==> src/rtl/pl_pkg.sv <==
package pl_pkg;
  localparam int ANG_W = 16;
  // 1/K of the CORDIC gain in Q15
  localparam logic [15:0] INV_GAIN_Q15 = 16'd19898;

  typedef enum logic [2:0] {ST_IDLE, ST_VEC, ST_ROT, ST_OUT} pl_state_e;

  // arctan(2^-k) as binary angle, 65536 per turn
  function automatic logic [ANG_W-1:0] pl_atan(input int unsigned k);
    case (k)
      0:  pl_atan = 16'd8192;
      1:  pl_atan = 16'd4836;
      2:  pl_atan = 16'd2555;
      3:  pl_atan = 16'd1297;
      4:  pl_atan = 16'd651;
      5:  pl_atan = 16'd326;
      6:  pl_atan = 16'd163;
      7:  pl_atan = 16'd81;
      8:  pl_atan = 16'd41;
      9:  pl_atan = 16'd20;
      10: pl_atan = 16'd10;
      11: pl_atan = 16'd5;
      12: pl_atan = 16'd3;
      13: pl_atan = 16'd1;
      14: pl_atan = 16'd1;
      default: pl_atan = 16'd0;
    endcase
  endfunction
endpackage

==> src/rtl/pl_cordic_vec.sv <==
module pl_cordic_vec #(
  parameter int DW   = 16,
  parameter int ITER = 16,
  parameter int GB   = 4
) (
  input  logic                 clk,
  input  logic                 rst,
  input  logic                 start,
  input  logic signed [DW-1:0] xi,
  input  logic signed [DW-1:0] yi,
  output logic                 done,
  output logic [DW:0]          mag,
  output logic [15:0]          ang
);
  import pl_pkg::*;
  localparam int XW = DW + GB + 3;
  localparam int CW = (ITER > 1) ? $clog2(ITER) : 1;
  localparam int PW = XW + 17;

  logic signed [XW-1:0] x, y, xs, ys;
  logic [15:0]          z;
  logic [CW-1:0]        cnt;
  logic                 busy;
  logic signed [PW-1:0] prod;

  assign xs = XW'(xi) <<< GB;
  assign ys = XW'(yi) <<< GB;

  always_ff @(posedge clk) begin
    done <= 1'b0;
    if (rst) begin
      busy <= 1'b0;
      cnt  <= '0;
      x    <= '0;
      y    <= '0;
      z    <= '0;
    end else if (start) begin
      busy <= 1'b1;
      cnt  <= '0;
      if (xi < 0) begin
        x <= -xs;
        y <= -ys;
        z <= 16'h8000;
      end else begin
        x <= xs;
        y <= ys;
        z <= 16'h0000;
      end
    end else if (busy) begin
      if (y < 0) begin
        x <= x - (y >>> cnt);
        y <= y + (x >>> cnt);
        z <= z - pl_atan(32'(cnt));
      end else begin
        x <= x + (y >>> cnt);
        y <= y - (x >>> cnt);
        z <= z + pl_atan(32'(cnt));
      end
      cnt <= cnt + 1'b1;
      if (cnt == CW'(ITER - 1)) begin
        busy <= 1'b0;
        done <= 1'b1;
      end
    end
  end

  assign prod = PW'(x) * $signed({1'b0, INV_GAIN_Q15});
  assign mag  = prod[15+GB +: DW+1];
  assign ang  = z;

  AST_VEC_X_NONNEG: assert property (@(posedge clk) disable iff (rst)
    busy |-> (x >= 0));
endmodule

==> src/rtl/pl_cordic_rot.sv <==
module pl_cordic_rot #(
  parameter int DW   = 16,
  parameter int ITER = 16,
  parameter int GB   = 4
) (
  input  logic                 clk,
  input  logic                 rst,
  input  logic                 start,
  input  logic [DW:0]          amp,
  input  logic [15:0]          ang,
  output logic                 done,
  output logic signed [DW-1:0] oi,
  output logic signed [DW-1:0] oq
);
  import pl_pkg::*;
  localparam int XW = DW + GB + 3;
  localparam int CW = (ITER > 1) ? $clog2(ITER) : 1;
  localparam int PW = DW + 17;
  localparam logic signed [XW-1:0] SMAX = XW'((64'sd1 <<< (DW-1)) - 1);
  localparam logic signed [XW-1:0] SMIN = -XW'(64'sd1 <<< (DW-1));

  logic signed [XW-1:0] x, y, x0, xr, yr;
  logic [15:0]          z;
  logic [CW-1:0]        cnt;
  logic                 busy;
  logic [PW-1:0]        prod;

  assign prod = PW'(amp) * PW'(INV_GAIN_Q15);
  assign x0   = XW'(prod >> (15 - GB));

  always_ff @(posedge clk) begin
    done <= 1'b0;
    if (rst) begin
      busy <= 1'b0;
      cnt  <= '0;
      x    <= '0;
      y    <= '0;
      z    <= '0;
    end else if (start) begin
      busy <= 1'b1;
      cnt  <= '0;
      y    <= '0;
      if (ang[15] ^ ang[14]) begin
        x <= -x0;
        z <= ang + 16'h8000;
      end else begin
        x <= x0;
        z <= ang;
      end
    end else if (busy) begin
      if (!z[15]) begin
        x <= x - (y >>> cnt);
        y <= y + (x >>> cnt);
        z <= z - pl_atan(32'(cnt));
      end else begin
        x <= x + (y >>> cnt);
        y <= y - (x >>> cnt);
        z <= z + pl_atan(32'(cnt));
      end
      cnt <= cnt + 1'b1;
      if (cnt == CW'(ITER - 1)) begin
        busy <= 1'b0;
        done <= 1'b1;
      end
    end
  end

  assign xr = x >>> GB;
  assign yr = y >>> GB;
  assign oi = (xr > SMAX) ? DW'(SMAX) : (xr < SMIN) ? DW'(SMIN) : DW'(xr);
  assign oq = (yr > SMAX) ? DW'(SMAX) : (yr < SMIN) ? DW'(SMIN) : DW'(yr);
endmodule

==> src/rtl/pl_clamp.sv <==
module pl_clamp #(
  parameter int DW = 16
) (
  input  logic [DW:0]   mag_in,
  input  logic [DW:0]   mag_ref,
  input  logic [15:0]   ph_in,
  input  logic [15:0]   ph_ref,
  input  logic [DW-1:0] lim_amp,
  input  logic [14:0]   lim_ph,
  input  logic          ref_zero,
  output logic [DW:0]   mag_o,
  output logic [15:0]   ph_o
);
  logic [DW+1:0] hi_w;
  logic [DW:0]   lo_w;
  logic [15:0]   dph, lp16;

  assign hi_w = {1'b0, mag_ref} + {2'b00, lim_amp};
  assign lo_w = (mag_ref > {1'b0, lim_amp}) ? (mag_ref - {1'b0, lim_amp}) : '0;
  assign dph  = ph_in - ph_ref;
  assign lp16 = {1'b0, lim_ph};

  always_comb begin
    if (mag_in < lo_w)              mag_o = lo_w;
    else if ({1'b0, mag_in} > hi_w) mag_o = hi_w[DW:0];
    else                            mag_o = mag_in;
  end

  always_comb begin
    if (ref_zero)                            ph_o = ph_in;
    else if ($signed(dph) > $signed(lp16))   ph_o = ph_ref + lp16;
    else if ($signed(dph) < -$signed(lp16))  ph_o = ph_ref - lp16;
    else                                     ph_o = ph_in;
  end
endmodule

==> src/rtl/pl_polar_limiter.sv <==
module pl_polar_limiter #(
  parameter int DW   = 16,
  parameter int ITER = 16,
  parameter int GB   = 4
) (
  input  logic                 clk,
  input  logic                 rst,
  input  logic                 in_valid,
  output logic                 in_ready,
  input  logic signed [DW-1:0] in_i,
  input  logic signed [DW-1:0] in_q,
  input  logic signed [DW-1:0] ref_i,
  input  logic signed [DW-1:0] ref_q,
  input  logic [DW-1:0]        lim_amp,
  input  logic [14:0]          lim_phase,
  output logic                 out_valid,
  input  logic                 out_ready,
  output logic signed [DW-1:0] out_i,
  output logic signed [DW-1:0] out_q
);
  import pl_pkg::*;
  localparam int NV = 2;  // 0: received sample, 1: reference

  pl_state_e state;
  logic accept, rot_start, rot_done, ref_zero_q;
  logic [DW-1:0] lim_amp_q;
  logic [14:0]   lim_ph_q;
  logic [DW:0]   lmag_q, cmag;
  logic [15:0]   lph_q, cph;
  logic signed [DW-1:0] rot_i, rot_q;
  logic signed [DW-1:0] vx [NV];
  logic signed [DW-1:0] vy [NV];
  logic [DW:0]   vmag [NV];
  logic [15:0]   vang [NV];
  logic [NV-1:0] vdone;

  assign in_ready = (state == ST_IDLE);
  assign accept   = in_valid && in_ready;
  assign vx[0] = in_i;
  assign vy[0] = in_q;
  assign vx[1] = ref_i;
  assign vy[1] = ref_q;

  for (genvar g = 0; g < NV; g++) begin : g_vec
    pl_cordic_vec #(.DW(DW), .ITER(ITER), .GB(GB)) u_vec (
      .clk(clk), .rst(rst), .start(accept),
      .xi(vx[g]), .yi(vy[g]),
      .done(vdone[g]), .mag(vmag[g]), .ang(vang[g])
    );
  end

  pl_clamp #(.DW(DW)) u_clamp (
    .mag_in(vmag[0]), .mag_ref(vmag[1]),
    .ph_in(vang[0]), .ph_ref(vang[1]),
    .lim_amp(lim_amp_q), .lim_ph(lim_ph_q), .ref_zero(ref_zero_q),
    .mag_o(cmag), .ph_o(cph)
  );

  pl_cordic_rot #(.DW(DW), .ITER(ITER), .GB(GB)) u_rot (
    .clk(clk), .rst(rst), .start(rot_start),
    .amp(lmag_q), .ang(lph_q),
    .done(rot_done), .oi(rot_i), .oq(rot_q)
  );

  always_ff @(posedge clk) begin
    rot_start <= 1'b0;
    if (rst) begin
      state      <= ST_IDLE;
      out_valid  <= 1'b0;
      out_i      <= '0;
      out_q      <= '0;
      lmag_q     <= '0;
      lph_q      <= '0;
      lim_amp_q  <= '0;
      lim_ph_q   <= '0;
      ref_zero_q <= 1'b0;
    end else begin
      case (state)
        ST_IDLE: if (accept) begin
          lim_amp_q  <= lim_amp;
          lim_ph_q   <= lim_phase;
          ref_zero_q <= (ref_i == '0) && (ref_q == '0);
          state      <= ST_VEC;
        end
        ST_VEC: if (vdone[0]) begin
          lmag_q    <= cmag;
          lph_q     <= cph;
          rot_start <= 1'b1;
          state     <= ST_ROT;
        end
        ST_ROT: if (rot_done) begin
          out_i     <= rot_i;
          out_q     <= rot_q;
          out_valid <= 1'b1;
          state     <= ST_OUT;
        end
        ST_OUT: if (out_ready) begin
          out_valid <= 1'b0;
          state     <= ST_IDLE;
        end
        default: state <= ST_IDLE;
      endcase
    end
  end

  // checking aids
  logic [15:0] dph_chk;
  logic signed [16:0] lp_chk;
  assign dph_chk = lph_q - vang[1];
  assign lp_chk  = {2'b00, lim_ph_q};

  AST_RESET_STATE: assert property (@(posedge clk)
    rst |=> (!out_valid && in_ready));
  AST_NO_SECOND_ACCEPT: assert property (@(posedge clk) disable iff (rst)
    (in_valid && in_ready) |=> !in_ready);
  AST_BUSY_UNTIL_TAKEN: assert property (@(posedge clk) disable iff (rst)
    (out_valid && !out_ready) |=> !in_ready);
  AST_OUT_HOLD: assert property (@(posedge clk) disable iff (rst)
    (out_valid && !out_ready) |=> (out_valid && $stable(out_i) && $stable(out_q)));
  AST_AMP_WINDOW: assert property (@(posedge clk) disable iff (rst)
    rot_start |-> ({1'b0, lmag_q} <= {1'b0, vmag[1]} + {2'b00, lim_amp_q}));
  AST_PHASE_WINDOW: assert property (@(posedge clk) disable iff (rst)
    (rot_start && !ref_zero_q) |->
      (17'($signed(dph_chk)) <= lp_chk && 17'($signed(dph_chk)) >= -lp_chk));
  AST_ZERO_REF_PHASE: assert property (@(posedge clk) disable iff (rst)
    (rot_start && ref_zero_q) |-> (lph_q == vang[0]));
endmodule

==> config.mk <==
export PLATFORM = sky130hd
export DESIGN_NAME = pl_polar_limiter
export DESIGN_NICKNAME = d
export VERILOG_FILES = /design/src/rtl/pl_pkg.sv /design/src/rtl/pl_cordic_vec.sv /design/src/rtl/pl_cordic_rot.sv /design/src/rtl/pl_clamp.sv /design/src/rtl/pl_polar_limiter.sv
export SDC_FILE = /design/constraint.sdc
export NUM_CORES = 2
export LEC_CHECK = 0
export ABC_AREA = 1
export BUFFER_PORTS_ARGS = -buffer_cell sky130_fd_sc_hd__buf_2
export CAP_MARGIN = 30
export CORE_MARGIN = 2
export CORE_UTILIZATION = 55
export DETAILED_ROUTE_END_ITERATION = 6
export PLACE_DENSITY = 0.71
export SYNTH_ARGS = -nofsm -noshare
export SYNTH_HDL_FRONTEND = slang
export SYNTH_SLANG_ARGS = --single-unit
==> constraint.sdc <==
create_clock -name clk -period 25.8 [get_ports clk]
set_clock_uncertainty 0.15 [all_clocks]
set_input_delay 3.87 -clock clk [delete_from_list [all_inputs] [get_ports clk]]
set_output_delay 3.87 -clock clk [all_outputs]
set_load 0.02 [all_outputs]
# == Word-level counts from Yosys, hierarchy flattened ==
# Memory sizes are Yosys's and may differ from the RTL's. A register that Yosys moved wholly into a read port is not among the register bits.
# Index checks and enable logic that the tools add are counted.
# totals
ff_bits,305
latchBits,0
mem_bits_rw,0
rom_bits,1344
in_bits,99
out_inout_bits,34
word_cells,220
n_memories,6
# classes
add_sub_neg,33
multipliers,3
n_div,0
order_cmp,13
eq_ne,10
shift,6
muxes,99
n_bitwise,4
n_reduce_logical,19
# memory_table
name,words,width,read_ports,rd_clocked_by_memory_dff,wr,line_no,source
(name not given),16,14,1,1,0,pl_pkg.sv:10,case (k)
(name not given),16,14,1,1,0,pl_pkg.sv:10,
(name not given),16,14,1,1,0,pl_pkg.sv:10,
(name not given),16,14,1,1,0,pl_pkg.sv:10,
(name not given),16,14,1,1,0,pl_pkg.sv:10,
(name not given),16,14,1,1,0,pl_pkg.sv:10,
# op_table
cell,n
2-to-1 mux 16 bit,43
2-to-1 mux 23 bit,21
adder 23 bit,6
>>> shifter 23 x 4 -> 23 bit,6
subtractor 23 bit,6
negation 20 -> 23 bit,4
multiplier 23 x 15 -> 35 bit (second input constant),2
subtractor 16 bit,4
2-to-1 mux 17 bit,3
adder 16 bit,3
2-to-1 mux 4 bit,12
< comparator 23 x 1 -> 1 bit (second input constant),2
> comparator 19 x 16 -> 1 bit (second input constant),2
< comparator 19 x 16 -> 1 bit (second input constant),2
logical NOT 16 bit,2
< comparator 16 x 1 -> 1 bit (second input constant),2
multiplier 17 x 14 -> 31 bit (second input constant),1
negation 21 -> 23 bit,1
adder 17 x 16 -> 18 bit,1
> comparator 17 x 18 -> 1 bit,1
> comparator 17 x 16 -> 1 bit,1
< comparator 17 bit,1
subtractor 17 x 16 -> 17 bit,1
adder 16 x 15 -> 16 bit,1
other kinds (25),59

# == Longest topological paths before layout ==
# depth
ltp_word,9
depth_mapped,48
mapped_depth_nobuf,47

# == Modules after synthesis ==
# From an unflattened synthesis, not the netlist that was laid out.
# unflattened
hier_cells,9163
hier_area_um2,60458.0
# modules_own_cells
module,n_inst,cells_per_inst,area_each_um2,seq_area_each_um2
pl_cordic_vec at g_vec[1].u_vec,1,2492,16883.7,1641.6
pl_cordic_vec at g_vec[0].u_vec,1,2490,16868.7,1641.6
pl_cordic_rot,1,2481,15842.7,1641.6
pl_clamp,1,1221,7138.1,0.0
pl_polar_limiter,1,479,3724.8,2021.9

# == Worst setup path before layout ==
# OpenSTA, ideal clock, no wires.
# synth_timing
path_kind,flip-flop to flip-flop
startpoint,reg g_vec[1].u_vec.x[13]
endpoint,reg lmag_q[7]
setup_ns,0.132
t_arrival_ns,8.260
path_slack_ns,17.257
stages_incl_launch_ff,45
n_path_buf,2
synth_period_minus_slack_ns,8.543
cell_sequence,dfxtp_1 ha_1 inv_1 fa_1 inv_1 fa_1 fa_1 fa_1 inv_1 fa_1 inv_1 ha_1 a21oi_1 inv_1 nand2_1 nand3b_1 a21oi_1 nand2_1 [9 not listed] nand2_1 nand2_1 nand2_1 o21ai_1 nand2_2 buf_2 nand2_1 ha_1 a21oi_1 o21a_1 o221ai_1 a221oi_1 nand2_2 inv_2 buf_6 nand2_1 nand3_1 a21oi_1
# synth_via
elab_chain_cells,5
elab_cells_between_ends,9
classes_between,add/sub (2); mul (1); order compare (3); mux (3)
# synth_rtl
element,line_no,source
from (decl),pl_cordic_vec.sv:20,"logic signed [XW-1:0] x, y, xs, ys;"
from (signal assigned),pl_cordic_vec.sv:41,x <= -xs;
from (signal assigned),pl_cordic_vec.sv:45,x <= xs;
from (signal assigned),pl_cordic_vec.sv:51,x <= x - (y >>> cnt);
multiplier 23 x 15 -> 35 bit (*),pl_cordic_vec.sv:67,"assign prod = PW'(x) * $signed({1'b0, INV_GAIN_Q15});"
adder 17 x 16 -> 18 bit (tied with other cells),pl_clamp.sv:18,"assign hi_w = {1'b0, mag_ref} + {2'b00, lim_amp};"
> comparator 17 x 18 -> 1 bit / 2-to-1 mux 17 bit (equally long branches),"pl_clamp.sv:25, pl_clamp.sv:19",
2-to-1 mux 17 bit / < comparator 17 bit (equally long branches),"pl_clamp.sv:25, pl_clamp.sv:24",
2-to-1 mux 17 bit (*),pl_clamp.sv:24,if (mag_in < lo_w) mag_o = lo_w;
to (signal assigned),pl_polar_limiter.sv:86,lmag_q <= cmag;
to (decl),pl_polar_limiter.sv:28,"logic [DW:0] lmag_q, cmag;"
# Mark *: on every way between the ends. The rest lies on a longest branch, timed or not.
# A chain may end at the register's enable or synchronous reset.

# == Final worst setup path ==
# layout_timing
startpoint,reg g_vec[1].u_vec.x[12]
endpoint,reg lmag_q[0]
# Same word-level chain as after synthesis.

==> flow_metrics.tcl <==
set metrics [dict create \
    design.core.area_um2 105000 \
    area_delta_synth_final_pct 5.52 \
    clk_transition_reported_paths_ns 0.06 \
    place_inst 10000 \
    crit_top_cell "nand2_1" \
    cts_tree "done" \
    holdBufCountCts 0 \
    slew_viol_final 0 \
    hold_viol 0 \
    fin_setup_tns_ns 0 \
    syn_inst 8734 \
    rows 119 \
    fin_cells 10100 \
    place_congestion 0.968 \
    drc_errors 11 \
    fin_nets 9934 \
    ys.flop_type "dfxtp_1" \
    nFillCells 10400 \
    cts_buffers 47 \
    avgSynthCellArea_um2 6.67 \
    finalCritPeriodShare_pct 39.6 \
    dr.pass1.iters 7 \
    die_w_um 329 \
    grt_max_degree 73 \
    drtIter0Drc 4278 \
    hold_ws_ns 0.312 \
    setup_ws_ns 15.59 \
    hold_depth 2 \
    htreeDepth 2 \
    pre_cts_slack_ns 15.82 \
    worst_slew_pin_slew_ns 1.05 \
    routed_wl_um 180000 \
    hold_start "out_q[11]" \
    timing.fmax_mhz 98.0 \
    grt-ovfl-total 0 \
    path_class "reg2reg" \
    worstPathArrival_ns 10.53 \
    initial_core_util_pct 55.4 \
    cts.path.max_buffers 3 \
    synth_edf_count 0 \
    violations "DRC" \
    worstPathRequired_ns 26.13 \
    holdCritPathClass "reg2reg" \
    start_kind "flip-flop" \
    drtAntennaViolNets 0 \
    dp_hpwl_um 147000 \
    grt_pass1_wl_um 285000 \
    status "complete, but fails checks" \
    first_global_vias 53700 \
    rsz0062_at_grt "false" \
    max-slew-margin-rel_pct 29.5 \
    endpoint_kind "flip-flop" \
    io_buffers 132 \
    drive_gt1_share_pct 4.32 \
    slowest_stage "nand3_1" \
    clock_sinks 346 \
    synth_nets 9977 \
    grt_use_total_pct 32.7 \
    synth_warnings 0 \
    max-cap-violations 0 \
    io_pins 133 \
    synth.distinct_cells 71 \
    startpoint "g_vec[1].u_vec.x[12]" \
    fin_crit_ns 10.21 \
    clock_latency_ns 0.65 \
    fp.dieH_um 329 \
    cpPeakStageDelay_ns 0.66 \
    wl_per_cell_um 17.8 \
    die_area_um2 108000 \
    crit_path_max_fanout 26 \
    worstReg2RegStart "g_vec[1].u_vec.x[12]" \
    post_cts.repair.setup_buffers 0 \
    vias 56800 \
    r2r_cells 42 \
    reg2reg_to "lmag_q[0]" \
    vias_per_cell 5.61 \
    synth_area_um2 58200 \
    ys_seq_elements 346 \
    finalSetupViolCount 0 \
    ctsResizeCount 0 \
    antenna_found_initial 18 \
    yosysSeqAreaShare_pct 11.9 \
    rrSetupSlack_ns 15.59 \
    clockRootBuffer "clkbuf_16" \
    ys_async_sr_fraction_pct 0 \
    min_to "out_q[11]" \
]
==> cells in the final DEF, fill, tap and decap left out, drive strengths merged, types with 14 or more instances in the layout <==
cell type	instances
xnor2	128
a211oi	15
a21boi	17
o211ai	73
fa	399
xor2	253
nand3b	24
o22ai	14
ha	745
nand3	462
nand2	1990
dfxtp	346
nand4	70
nor3	87
nor4	33
a21oi	702
o31ai	21
mux2i	14
o21bai	24
clkbuf	64
inv	1472
a221oi	27
a31oi	76
clkinv	22
a21o	36
o21a	14
or2	72
o21ai	779
buf	177
nor2	508
==> routing by layer <==
metal | GRT usage, % | up-vias | wire (um)
li1 | - | 28300 | -
met1 | 42.6 | 26400 | 78700
met4 | 11.4 | 8 | 6710
met2 | 56.1 | 1771 | 84500
met3 | 3.49 | 308 | 10000
met5 | 0 | - | 48
==> synth_stat cells, types with 27 or more instances <==
cell | count | area share (%)
a21o_1 | 36 | 0.46
or2_2 | 59 | 0.63
nor2_1 | 502 | 3.2
nor4_1 | 31 | 0.33
xor2_1 | 253 | 3.8
inv_1 | 1457 | 9.4
o211ai_1 | 72 | 0.93
nor3_1 | 84 | 0.72
xnor2_1 | 128 | 1.9
nand2_1 | 1987 | 13
buf_1 | 37 | 0.24
o21ai_0 | 661 | 5.7
nand3_1 | 460 | 4.0
buf_2 | 45 | 0.39
a221oi_1 | 27 | 0.41
nand4_1 | 70 | 0.75
a31oi_1 | 76 | 0.82
a21oi_1 | 699 | 6.0
dfxtp_1 | 346 | 12
fa_1 | 399 | 14
ha_1 | 745 | 16
o21ai_1 | 109 | 0.94
clkbuf_1 | 160 | 1.0
==> stage by stage <==
stage | util, % | cell area [um^2]
6_report | 58.4 | 61400
5_1_grt | 58.4 | 61400
4_1_cts | 58.4 | 61400
3_5_place_dp | 56.8 | 59800
3_3_place_gp | 56.8 | 59700
2_1_floorplan | - | 58200
==> worst max-delay path by stage <==
stage          cells past startpoint  slack, ns        end
5_1_grt                           41      14.82  lmag_q[0]
6_report                          42      15.59  lmag_q[0]
3_5_place_dp                      42      15.82  lmag_q[0]
4_1_cts                           42      15.76  lmag_q[0]
3_3_place_gp                      45      15.87  lmag_q[1]
2_1_floorplan                     44      17.26  lmag_q[7]
==> area by class of cell <==
type                       count  area, um^2  share of cell area (%)
antenna                        7        17.5                  0.0285
clock buffer                  64        1350                    2.20
clock inverter                23         308                   0.501
inverter                    1482        5560                    9.05
multi-input combinational   6637       44500                    72.5
sequential                   346        6930                    11.3
tap                         1391        1740                    2.83
timing repair buffer         177        1000                    1.64
==> kinds of logic (layout without fill, tap and decap cells) <==
logic type      count (synthesis)  after routing  share of synthesized area (%)
compound gates               1839           1839                           17.4
xor+xnor                      381            381                           5.73
fa+ha+maj                    1144           1144                           29.7
buf+inv                      1751           1746                           11.7
flops                         346            346                           11.9
mux                            14             14                          0.241
other cells                     0              7                              0
simple gates                 3259           3259                           23.3
==> critical path, delay by kind of cell, from the launching register on <==
family	cells	cell delay, ns
adders and majority gates	9	3.98
AOI/OAI and AO/OA	11	2.42
and+or+nand+nor	13	1.57
buffers and inverters	7	1.02
xor gates and xnor gates	2	0.43
DFF	1	0.42
Power is not shown: default switching activity piles up to over one toggle a cycle in this logic, so the estimate is an artifact.
